File: src/rtl/rhm_pkg.sv
package rhm_pkg;

  typedef enum logic [1:0] {
    HS_IDLE,
    HS_WAIT_RDY,
    HS_ACTIVE,
    HS_WAIT_REL
  } hsState_e;

  // control-to-datapath strobes
  typedef struct packed {
    logic clrCnt;     // open a window: clear counters, latch targets
    logic takeTx;     // window carries a local frame
    logic slaveInit;  // remote side opened the window
    logic countEn;    // byte strobes are counted
  } hsStrobe_t;

endpackage

File: src/rtl/rhm_dp.sv
module rhm_dp
  import rhm_pkg::*;
#(
  parameter int CNT_W       = 16,
  parameter int SYNC_STAGES = 2
) (
  input  logic             clk,
  input  logic             rstN,
  input  logic             srdyN,
  input  hsStrobe_t        strb,
  input  logic [CNT_W-1:0] txLen,
  input  logic             txDone,
  input  logic             rxDone,
  input  logic             rxLenValid,
  input  logic [CNT_W-1:0] rxLen,
  output logic             srdyLow,
  output logic             txSat,
  output logic             rxSat
);

  logic [SYNC_STAGES-1:0] syncQ;
  logic [CNT_W-1:0] txCnt, rxCnt, txTarget, rxTarget;
  logic rxKnown, slaveFlag;

  // slave line synchronizer, resets to "not ready"
  always_ff @(posedge clk or negedge rstN) begin
    if (!rstN) syncQ <= '1;
    else       syncQ <= {syncQ[SYNC_STAGES-2:0], srdyN};
  end
  assign srdyLow = ~syncQ[SYNC_STAGES-1];

  always_ff @(posedge clk or negedge rstN) begin
    if (!rstN) begin
      txCnt     <= '0;
      rxCnt     <= '0;
      txTarget  <= '0;
      rxTarget  <= '0;
      rxKnown   <= 1'b0;
      slaveFlag <= 1'b0;
    end else if (strb.clrCnt) begin
      txCnt     <= '0;
      rxCnt     <= '0;
      txTarget  <= strb.takeTx ? txLen : '0;
      rxTarget  <= '0;
      rxKnown   <= 1'b0;
      slaveFlag <= strb.slaveInit;
    end else if (strb.countEn) begin
      if (txDone) txCnt <= txCnt + 1'b1;
      if (rxDone) rxCnt <= rxCnt + 1'b1;
      if (rxLenValid) begin
        rxKnown  <= 1'b1;
        rxTarget <= rxLen;
      end
    end
  end

  assign txSat = (txCnt >= txTarget);
  assign rxSat = rxKnown ? (rxCnt >= rxTarget) : (!slaveFlag && rxCnt == '0);

endmodule

File: src/rtl/rhm_ctrl.sv
module rhm_ctrl
  import rhm_pkg::*;
#(
  parameter int TMO_W = 16
) (
  input  logic             clk,
  input  logic             rstN,
  input  logic             txReq,
  input  logic [TMO_W-1:0] tmoLimit,
  input  logic             srdyLow,
  input  logic             txSat,
  input  logic             rxSat,
  output hsState_e         hsState,
  output hsStrobe_t        strb,
  output logic             mrdyN,
  output logic             xferEn,
  output logic             tmoErr
);

  hsState_e stNext;
  logic [TMO_W-1:0] tmoCnt;
  logic tmoHit, errNext, allSat;

  assign tmoHit = (tmoCnt == tmoLimit);
  assign allSat = txSat && rxSat;

  always_comb begin
    stNext  = hsState;
    strb    = '0;
    errNext = 1'b0;
    case (hsState)
      HS_IDLE: begin
        if (txReq || srdyLow) begin
          strb.clrCnt    = 1'b1;
          strb.takeTx    = txReq;
          strb.slaveInit = srdyLow && !txReq;
          stNext         = srdyLow ? HS_ACTIVE : HS_WAIT_RDY;
        end
      end
      HS_WAIT_RDY: begin
        if (srdyLow) stNext = HS_ACTIVE;
        else if (tmoHit) begin
          errNext = 1'b1;
          stNext  = HS_IDLE;
        end
      end
      HS_ACTIVE: begin
        strb.countEn = 1'b1;
        if (allSat) stNext = HS_WAIT_REL;
      end
      HS_WAIT_REL: begin
        if (!srdyLow) stNext = HS_IDLE;
        else if (tmoHit) begin
          errNext = 1'b1;
          stNext  = HS_IDLE;
        end
      end
      default: stNext = HS_IDLE;
    endcase
  end

  always_ff @(posedge clk or negedge rstN) begin
    if (!rstN) begin
      hsState <= HS_IDLE;
      tmoErr  <= 1'b0;
      tmoCnt  <= '0;
    end else begin
      hsState <= stNext;
      tmoErr  <= errNext;
      if (stNext != hsState) tmoCnt <= '0;
      else if (!tmoHit)      tmoCnt <= tmoCnt + 1'b1;
    end
  end

  assign mrdyN  = !(hsState == HS_WAIT_RDY || hsState == HS_ACTIVE);
  assign xferEn = (hsState == HS_ACTIVE) && srdyLow && !allSat;

endmodule

File: src/rtl/rdy_hs_master.sv
module rdy_hs_master
  import rhm_pkg::*;
#(
  parameter int CNT_W       = 16,
  parameter int TMO_W       = 16,
  parameter int SYNC_STAGES = 2
) (
  input  logic             clk,
  input  logic             rstN,
  input  logic             txReq,
  input  logic [CNT_W-1:0] txLen,
  input  logic [TMO_W-1:0] tmoLimit,
  input  logic             srdyN,
  output logic             mrdyN,
  output logic             xferEn,
  input  logic             txDone,
  input  logic             rxDone,
  input  logic             rxLenValid,
  input  logic [CNT_W-1:0] rxLen,
  output logic             tmoErr
);

  hsState_e  hsState;
  hsStrobe_t strb;
  logic srdyLow, txSat, rxSat;

  rhm_ctrl #(.TMO_W(TMO_W)) uCtrl (
    .clk(clk), .rstN(rstN), .txReq(txReq), .tmoLimit(tmoLimit),
    .srdyLow(srdyLow), .txSat(txSat), .rxSat(rxSat),
    .hsState(hsState), .strb(strb), .mrdyN(mrdyN), .xferEn(xferEn),
    .tmoErr(tmoErr)
  );

  rhm_dp #(.CNT_W(CNT_W), .SYNC_STAGES(SYNC_STAGES)) uDp (
    .clk(clk), .rstN(rstN), .srdyN(srdyN), .strb(strb), .txLen(txLen),
    .txDone(txDone), .rxDone(rxDone), .rxLenValid(rxLenValid),
    .rxLen(rxLen), .srdyLow(srdyLow), .txSat(txSat), .rxSat(rxSat)
  );

endmodule

File: config.mk
export PLATFORM = sky130hd
export DESIGN_NAME = rdy_hs_master
export DESIGN_NICKNAME = d
export VERILOG_FILES = /design/src/rtl/rhm_pkg.sv /design/src/rtl/rhm_dp.sv /design/src/rtl/rhm_ctrl.sv /design/src/rtl/rdy_hs_master.sv
export SDC_FILE = /design/constraint.sdc
export NUM_CORES = 1
export LEC_CHECK = 0
export CORE_ASPECT_RATIO = 1.4
export CORE_MARGIN = 2
export CORE_UTILIZATION = 51
export DETAILED_ROUTE_END_ITERATION = 16
export PLACE_DENSITY = 0.76
export SETUP_SLACK_MARGIN = 0.4
export SYNTH_ARGS = -nofsm -noshare
export SYNTH_HDL_FRONTEND = slang
export SYNTH_SLANG_ARGS = --single-unit
File: constraint.sdc
create_clock -name clk -period 2.6 [get_ports clk]
set_input_delay 0.39 -clock clk [delete_from_list [all_inputs] [get_ports clk]]
set_output_delay 0.39 -clock clk [all_outputs]
set_load 0.03 [all_outputs]
======== Yosys cells after proc, flatten, opt, wreduce, memory -nomap -nowiden ========
Index checks and enable logic that the tools add are counted.
cells by class
  reductions and logical operators ........ 20
  add/sub/neg operators ................... 3
  muxes and demuxes ....................... 30
  magnitude comparators ................... 2
  equality and inequality tests ........... 6
  bitwise operators ....................... 1
operators by type and width
  operator                                              count
  2-to-1 mux 16 bit                                     12
  adder 16 x 1 -> 16 bit (second input constant)        3
  >= comparator 16 bit                                  2
  equality test 16 bit                                  1
  zero test 16 bit                                      1
  2-to-1 mux 2 bit                                      6
  2-to-1 mux 1 bit                                      8
  case mux 2 bit (4 select lines)                       1
  nonzero test 2 bit                                    4
  2-to-1 mux 3 bit                                      2
  AND reduction 2 bit                                   3
  logical AND 1 bit                                     5
  equality test 2 bit (second input constant)           2
  zero test 1 bit                                       4
  equality test 2 x 1 -> 1 bit (second input constant)  1
  zero test 2 bit                                       1
  logical OR 1 bit                                      2
  inequality test 2 bit                                 1
  inequality test 2 bit (second input constant)         1
  case mux 1 bit (2 select lines)                       1
  inverter 1 bit                                        1
storage, ports and cells
  input bits .............................. 55
  flip-flop bits (word level) ............. 87
  output and inout bits ................... 3
  logic and storage cells ................. 72

======== Depth between registers and ports, before layout ========
Gate-level depths: netlist of the first run.
  depth in word-level cells ............... 8
  gate-level depth with buffers ........... 9
  mapped depth without buffers ............ 8

======== Modules after synthesis ========
From an unflattened synthesis of the first run, not the netlist that was laid out.
second synthesis, totals
  cell total of the unflattened synthesis .. 566
  area, all modules ....................... 5151.2 um2
modules (own cells, without submodules)
  module    seq. area each (um2)  area an instance (um2)  cells each  instances
  rhm_dp    1704.1                3737.3                  408         1
  rhm_ctrl  475.5                 1413.9                  158         1

======== Worst setup path after synthesis of the first run ========
Ideal clock, no wire load.
  path type ............................... reg2out
  start point ............................. reg uDp.txCnt[11]
  end point ............................... out xferEn
  setup slack ............................. -170 ps
  data required time ...................... 2210 ps
  stages on the path, launching flop included .. 8
  data arrival time ....................... 2380 ps
  buffers on the path ..................... 0
  cells stage by stage .................... dfrtp_1 ha_1 nand4_1 or3_1 o32a_1 a211o_1 or2_2 and3b_1
between the ends
  word-level cells in the longest chain between the ends .. 4
ends and longest elaborated chain
  what                    RTL line             RTL
  from (decl)             rhm_dp.sv:22         logic [CNT_W-1:0] txCnt, rxCnt, txTarget, rxTarget;
  from (signal assigned)  rhm_dp.sv:48         if (txDone) txCnt <= txCnt + 1'b1;
  >= comparator 16 bit    rhm_dp.sv:57         assign txSat = (txCnt >= txTarget);
  logical AND 1 bit       rhm_ctrl.sv:25       assign allSat = txSat && rxSat;
  zero test 1 bit         rhm_ctrl.sv:76       assign xferEn = (hsState == HS_ACTIVE) && srdyLow && !allSat;
  logical AND 1 bit       rhm_ctrl.sv:76
  to (decl)               rdy_hs_master.sv:15  output logic xferEn,
Every way passes these cells.

======== Worst setup path after layout of the first run ========
  start point ............................. reg uDp.txCnt[10]
  end point ............................... out xferEn
Same word-level chain as after synthesis.

==> results of run 1 <==
## registers in the layout, summed over array words and instances (netlist names)
register and flops:
uCtrl.tmoCnt 16, uDp.rxCnt 16, uDp.rxTarget 16, uDp.txCnt 16
uDp.txTarget 16, uCtrl.hsState 2, uDp.syncQ 2, uCtrl.tmoErr 1
uDp.rxKnown 1, uDp.slaveFlag 1
## per-stage QoR
step	setup WS [ns]	hold slack (ns)	std cells	power, uW
4_1_cts	-0.463	0.0951	799	4020
2_1_floorplan	-0.0520	0.0944	566	2210
3_3_place_gp	-0.137	0.346	777	2550
6_report	-0.476	0.0719	802	4100
3_5_place_dp	-0.205	0.347	777	2610
5_1_grt	-0.535	0.126	802	4300
## cells by family after synthesis
group                    after synthesis  share of synthesized area, %
AND/OR/NAND/NOR                      197                          18.2
AO/OA/AOI/OAI                        122                          16.2
flip-flops                            87                          41.9
buffers and inverters                 69                          5.37
XOR/XNOR                              48                          8.09
adder cells (fa/ha/maj)               40                          9.63
multiplexers                           3                         0.602
## cell usage after synthesis, types with 2 or more instances
master                      number  area (um2)
sky130_fd_sc_hd__o21ai_0        43         215
sky130_fd_sc_hd__clkbuf_1       17        63.8
sky130_fd_sc_hd__nor2_1         42         158
sky130_fd_sc_hd__xor2_1         15         131
sky130_fd_sc_hd__o2111ai_1       2        17.5
sky130_fd_sc_hd__and3b_1         2        17.5
sky130_fd_sc_hd__xnor2_1        33         289
sky130_fd_sc_hd__nand2_1        70         263
sky130_fd_sc_hd__ha_1           40         500
sky130_fd_sc_hd__dfrtp_1        85        2130
sky130_fd_sc_hd__o211a_1         2        20.0
sky130_fd_sc_hd__a2111oi_0       5        43.8
sky130_fd_sc_hd__and2_1          6        37.5
sky130_fd_sc_hd__o221ai_1        3        26.3
sky130_fd_sc_hd__nor2b_1         3        18.8
sky130_fd_sc_hd__nor3b_1         2        15.0
sky130_fd_sc_hd__o21a_1          9        67.6
sky130_fd_sc_hd__o31a_1          7        61.3
sky130_fd_sc_hd__mux2i_1         2        20.0
sky130_fd_sc_hd__a41oi_1         2        17.5
sky130_fd_sc_hd__and4_1          3        26.3
sky130_fd_sc_hd__nor3_1          9        45.0
sky130_fd_sc_hd__or2_2           2        12.5
sky130_fd_sc_hd__buf_2           7        35.0
sky130_fd_sc_hd__nor4_1         13        81.3
sky130_fd_sc_hd__a211oi_1       11        82.6
sky130_fd_sc_hd__nand4_1        17         106
sky130_fd_sc_hd__a21o_1          2        15.0
sky130_fd_sc_hd__or3_1           4        25.0
sky130_fd_sc_hd__o41ai_1         2        17.5
sky130_fd_sc_hd__inv_1          42         158
sky130_fd_sc_hd__a21oi_1        21         105
sky130_fd_sc_hd__nand3_1        15        75.1
sky130_fd_sc_hd__nand2b_1        6        37.5
sky130_fd_sc_hd__dfstp_2         2        52.6
## worst min-delay path by stage
stage / to / startpoint / cells after the start
after floorplan: uCtrl.hsState[0] / rstN / 0
after global placement: uDp.syncQ[1] / uDp.syncQ[0] / 0
after detailed placement: uDp.syncQ[1] / uDp.syncQ[0] / 0
after CTS: uDp.txTarget[6] / rstN / 1
after global routing: uDp.txTarget[6] / rstN / 1
final: uDp.txTarget[6] / rstN / 1
## metal layers
metal  vias up  share of wire, %
li1       2173                 -
met1      2236                39
met2       122                54
met3        37               3.5
met4         0               4.0
met5         -                 0
## power by group through the flow
stage                     sequential, uW  clock, uW  combinational [uW]
after CTS                           1690       1400                 924
after floorplan                     1680          0                 531
after global routing                1720       1450                1130
final                               1700       1390                1010
after global placement              1710          0                 848
after detailed placement            1710          0                 896
## layout make-up
class	instances	area [um2]
multi-input cells	410	3000
well taps	135	169
repair buffers	113	1040
fillers	775	3040
inverters	42	158
flip-flops and latches	87	2180
clock inverters	4	70.1
clock buffers	11	243
## what timing repair did
| action | CTS | global route |
|---|---|---|
| gates resized for setup | 19 | 30 |
| pin swaps | 5 | 6 |
| buffers inserted | 6 | 3 |
| setup endpoints to repair | 25 | 31 |
| gates cloned | 1 | 0 |
==> impl_results.md, run 1 <==
- Mapped Area: 5200 um2
- Count of buffering cells on the critical path with inverters included: 1
- Share of layout cells above drive strength 1: 18.1%
- Antenna Nets Post-Route: 0
- Startpoint of the worst-slack reg-to-reg timing path: uDp.txCnt[10]
- Worst Reg2Reg Path Length in Cells: 10
- Met3 routing resource usage after global routing: approximately 4.2%
- Post-DP Area: ~6300 um2
- Most frequent cells in the layout: sky130_fd_sc_hd__dfrtp_1, sky130_fd_sc_hd__nand2_1, sky130_fd_sc_hd__clkdlybuf4s50_1
- Global-route wire length before repair: roughly 22000 um
- Average cell area after synthesis: 9.19 um2
- Hold-fix buffers at CTS: 0
- CP startpoint kind: register
- Root Buffer Master: sky130_fd_sc_hd__clkbuf_16
- Pin count of the biggest net entering global routing: 51
- Initial DRT Pass Iterations: 5
- TritonCTS clock tree: yes
- Net Sw Power: 1190 uW
- Synthesis-to-finish area growth: 32.0%
- Final count of hold timing violations: 0
- Synthesis warning total: 0
- Number of antenna violations at the first check in global routing: 0
- Reg clk slew, reported paths: roughly 0.06 ns
- Crit path launch: uDp.txCnt[10]
- Main synth FF type: sky130_fd_sc_hd__dfrtp_1
- Post-Route WL: approximately 14000 um
- Setup repair after global routing missed its margin: true
- Static leakage: around 0.003 uW
- Number of instances in the synthesized netlist: approximately 570
- Number of slew-limit violations in the final report: 0
- Quantity of I/O buffers inserted on ports: 57
- Total DRC errors in the routed layout: 0
- Area inside the core boundary: 9900 um2
- Inserted Diodes: 0
- Fin util: 69.3%
- Logic depth of the worst setup path including buffers: 8
- Chip Height: ~120 um
- Violated checks: negative setup slack
- CP endpoint: xferEn
- Post-route minimum period: roughly 3.1 ns
- Setup clock skew after layout: 0.00618 ns
- Comb pwr share: approximately 25%
- Aggregate global routing overflow: 0
- Number of buffers added by the clock tree synthesis step: 9
- Count of maximum capacitance violations: 0
- Post-detailed-route wirelength per cell: around 17 um
- Number of global-route vias before repair: between 4000 and 5000
- Post-route setup slack: -0.476 ns
- Type of destination of the critical path: primary output
- Syn_nets: around 660
- Share of synthesized registers carrying an async set or reset: 100%
- Via-to-Cell Ratio: ~5.7
- Routing usage on met1: ~29%
- Routability-driven placement congestion ratio: roughly 0.9
- Share of total power consumed by net switching: 29.0%
- Part of the total power dissipated in sequential elements: about two fifths
- Post-Route Setup TNS: -1.76 ns
- Worst-path maximum fanout: 2
- Type of the worst setup path: reg2out
- Maximum count of clock buffers along a single path: 2
- Max_slew headroom: a little under three fifths
- Clock network fraction of design power: about a third
- Final Cell Area: 6860 um2
- Slew at the pin closest to its max-slew limit: approximately 0.67 ns
- Global Route met2 Usage: 44.0%
- Starting Density: a little over half
- Setup slack on the worst flop-to-flop path: -0.10 ns
- Level count of the clock H-tree: 3
- Number of storage elements in the synthesis netlist: between 80 and 90
- Via count: 4568
- Die width: 89.3 um
- Worst r2r dst: uCtrl.hsState[0]
- Global route hottest layer: met2
- WP data arrival: between 2 and 3 ns
- Commonest non-fill, non-tap cell in the layout: sky130_fd_sc_hd__dfrtp_1
- Std-Cell Rows: 43
- Final Cycle Share: 118%
- Library cell contributing the largest single delay on the critical path: sky130_fd_sc_hd__dfrtp_1
- Starting DRT DRC Count: about 350
- Number of distinct library cells after synthesis: between 50 and 60
- Top-Level Pins: 58
- Cell Pwr Density: ~600 nW/um2
- Internal portion of total power: around 2900 uW
- Post-detail-place hpwl: roughly 9200 um
- Highest ir drop seen on vdd: approximately 440 uV
- Count of final setup violators: 17
- Hold/Removal Path Class: in2async
- Peak per-stage delay on the critical path: around 0.42 ns
- Count of nets after finishing: between 700 and 800
- Data required, critical path: roughly 2.2 ns
- Sequential share of the synthesized area: around two fifths
- Sinks on the clock net: between 80 and 90
- Number of enable-type register cells in the synthesized netlist: 0
- Die area: between 10000 and 15000 um2
- Achievable clock frequency: around 0.33 GHz
- Critical-path cell list: ha_4, nand4_1, or3_1, o32a_1, a211o_1, or2_4, and3b_2, buf_6
- Status: finished, violations left
- Kind of cell with the highest combined delay on the critical path: simple AND/OR/NAND/NOR gates
- Global router's overall resource usage: 25.4%
- Latest clock arrival within the worst-skew pair: approximately 0.35 ns
(Power assumes the default switching activity.)
==> run 2, diff against run 1 <==
Settings changed: CAP_MARGIN set to 40, CORE_UTILIZATION 51 to 60, PLACE_DENSITY 0.76 to 0.91.
Clock period 2.6 ns to 3.8 ns, I/O delays scaled along.
==> run 2 against run 1 <==
  * The flow now finishes without violations
  * Clock skew is 0.0021 ns higher
  * Setup slack better by 0.91 ns
  * Core utilization is 4.1 points higher
  * First-iteration DRC count is 12% lower
  * Power is 36% lower
  * Clock-buffer cell count is 2 higher
  * Flip-flop and latch count stayed put
==> impl_results.md, run 2 (synthesis results as in run 1) <==
- Status: finished clean
- Type of destination of the critical path: primary output
- Count of final setup violators: 0 (-17)
- Post-detailed-route wirelength per cell: 17.1 um (+0.93%)
- Number of global-route vias before repair: 4533 (-4.3%)
- Post-Route WL: 12400 um (-8.3%)
- Number of antenna violations at the first check in global routing: 0 (unchanged)
- Part of the total power dissipated in sequential elements: 45.5% (+4.0 points)
- CP startpoint kind: register
- Data required, critical path: 3.23 ns (+1.02 ns)
- Routability-driven placement congestion ratio: 0.867 (-4.8%)
- Top-Level Pins: 58 (unchanged)
- Achievable clock frequency: just under 0.3 GHz
- Setup repair after global routing missed its margin: false
- Starting Density: 61.1% (+8.6 points)
- Count of nets after finishing: 714 (-5.8%)
- Quantity of I/O buffers inserted on ports: 57 (unchanged)
- Chip Height: 114 um (-7.5%)
- Final Cell Area: 6250 um2 (-9.0%)
- Comb pwr share: 19.9% (-4.7 points)
- Maximum count of clock buffers along a single path: 2 (unchanged)
- Post-detail-place hpwl: 8570 um (-7.2%)
- Antenna Nets Post-Route: 0 (unchanged)
- Std-Cell Rows: 40 (-7.0%)
- Most frequent cells in the layout: sky130_fd_sc_hd__dfrtp_1, sky130_fd_sc_hd__nand2_1, sky130_fd_sc_hd__clkdlybuf4s50_1
- Max_slew headroom: 45.1% (-10 points)
- Area inside the core boundary: 8510 um2 (-14%)
- Share of layout cells above drive strength 1: 7.05% (-11 points)
- Number of slew-limit violations in the final report: 0 (unchanged)
- Via count: 4465 (-2.3%)
- Hold/Removal Path Class: in2async
- Worst-path maximum fanout: 2 (unchanged)
- Slew at the pin closest to its max-slew limit: 0.823 ns (+0.154 ns)
- Share of total power consumed by net switching: 29.2% (+0.17 points)
- Number of buffers added by the clock tree synthesis step: 9 (unchanged)
- Level count of the clock H-tree: 3 (unchanged)
- Synthesis-to-finish area growth: 20.1%
- Via-to-Cell Ratio: 6.12 (+7.5%)
- Reg clk slew, reported paths: 0.06 ns (about the same)
- Starting DRT DRC Count: 312 (-12%)
- Die width: 82.7 um (-7.5%)
- Highest ir drop seen on vdd: 345 uV (-22%)
- Cell Pwr Density: 421 nW/um2 (-29%)
- Total DRC errors in the routed layout: 0 (unchanged)
- Clock network fraction of design power: 34.5% (+0.6 points)
- Type of the worst setup path: reg2out
- Post-Route Setup TNS: 0 ns (+1.76 ns)
- Count of maximum capacitance violations: 0 (unchanged)
- Initial DRT Pass Iterations: 7 (+2)
- WP data arrival: 2.80 ns (+0.11 ns)
- Commonest non-fill, non-tap cell in the layout: sky130_fd_sc_hd__dfrtp_1
- Post-route minimum period: 3.37 ns
- Setup clock skew after layout: 0.00828 ns (+0.00210 ns)
- TritonCTS clock tree: yes
- Global-route wire length before repair: 20400 um (-6.1%)
- Root Buffer Master: sky130_fd_sc_hd__clkbuf_16
- Die area: 9440 um2 (-14%)
- Latest clock arrival within the worst-skew pair: 0.35 ns (about the same)
- Final Cycle Share: between 80 and 90%
- Post-DP Area: 5860 um2 (-6.4%)
- Static leakage: 0.00283 uW (-8.3%)
- Final count of hold timing violations: 0 (unchanged)
- Net Sw Power: 769 uW (-35%)
- Inserted Diodes: 0 (unchanged)
- Sinks on the clock net: 87 (unchanged)
- Global router's overall resource usage: 28.0% (+2.6 points)
- Internal portion of total power: 1860 uW (-36%)
- Aggregate global routing overflow: 0 (unchanged)
- Pin count of the biggest net entering global routing: 69 (+35%)
## run 2: cell types whose count changed in the layout (fill, tap and decap cells not counted), moves of 4 or more
cell / before / now
sky130_fd_sc_hd__buf_4: 47 / 12
sky130_fd_sc_hd__a211oi_1: 1 / 11
sky130_fd_sc_hd__a2111oi_4: 4 / 0
sky130_fd_sc_hd__buf_6: 9 / 1
sky130_fd_sc_hd__a211oi_2: 10 / 0
## run 2: worst max-delay path, stage by stage, from the launching register on
cell and delay [ns]:
sky130_fd_sc_hd__dfrtp_1 0.35, sky130_fd_sc_hd__inv_1 0.10, sky130_fd_sc_hd__ha_4 0.28, sky130_fd_sc_hd__nand4_1 0.12
sky130_fd_sc_hd__or3_1 0.33, sky130_fd_sc_hd__o32a_1 0.37, sky130_fd_sc_hd__a211o_1 0.29, sky130_fd_sc_hd__or2_4 0.26
sky130_fd_sc_hd__and3b_1 0.20, sky130_fd_sc_hd__buf_6 0.14
## run 2: cell type report
cell class | instances | area, um2
multi-input combinational | 410 | 2790
fill | 597 | 2260
sequential | 87 | 2180
timing repair buffer | 69 | 679
clock buffer | 13 | 270
inverter | 42 | 158
tap | 105 | 131
clock inverter | 3 | 40.0
## run 2: metal layers
layer / track usage, % / share of wire (%) / up-vias
met2: 50.0 / 54 / 150
li1: - / - / 2096
met5: 0 / 0 / -
met3: 5.52 / 4.4 / 34
met4: 12.2 / 2.6 / 0
met1: 31.5 / 39 / 2185
## run 2: power groups by stage
stage	sequential [uW]	clock [uW]	combinational, uW
5_1_grt	1220	962	588
4_1_cts	1190	921	528
2_1_floorplan	1150	0	360
3_3_place_gp	1200	0	465
6_report	1200	909	524
3_5_place_dp	1210	0	510
## run 2: worst paths after layout
check                            startpoint          endpoint  slack [ns]  cells after the start
max                        uDp.txTarget[10]            xferEn        0.43                      9
min                                    rstN   uDp.rxTarget[9]        0.10                      1
max reg2reg                uDp.txTarget[10]  uCtrl.tmoCnt[10]        0.67                     10
min reg2reg                    uDp.syncQ[0]      uDp.syncQ[1]        0.36                      0
max in group asynchronous              rstN      uDp.syncQ[0]        3.04                      2
min in group clk               uDp.syncQ[0]      uDp.syncQ[1]        0.36                      0
## run 2: through the flow
step | setup slack [ns] | cells | hold slack, ns | total power (uW) | utilization (%)
5_1_grt | 0.403 | 729 | 0.120 | 2770 | 73.4
4_1_cts | 0.450 | 728 | 0.104 | 2640 | 73.3
2_1_floorplan | 0.850 | 566 | 0.274 | 1510 | -
6_report | 0.435 | 729 | 0.103 | 2630 | 73.4
3_5_place_dp | 0.183 | 708 | 0.349 | 1720 | 68.9
3_3_place_gp | 0.269 | 707 | 0.348 | 1660 | 68.6
## run 2: what timing repair did
action                                  in CTS  in global routing
setup buffers                                4                  1
hold endpoints to repair                     0                  0
hold buffers                                 0                  0
endpoints found under the setup margin       1                  1
gates resized for setup                     13                  1
pin swaps                                    4                  3
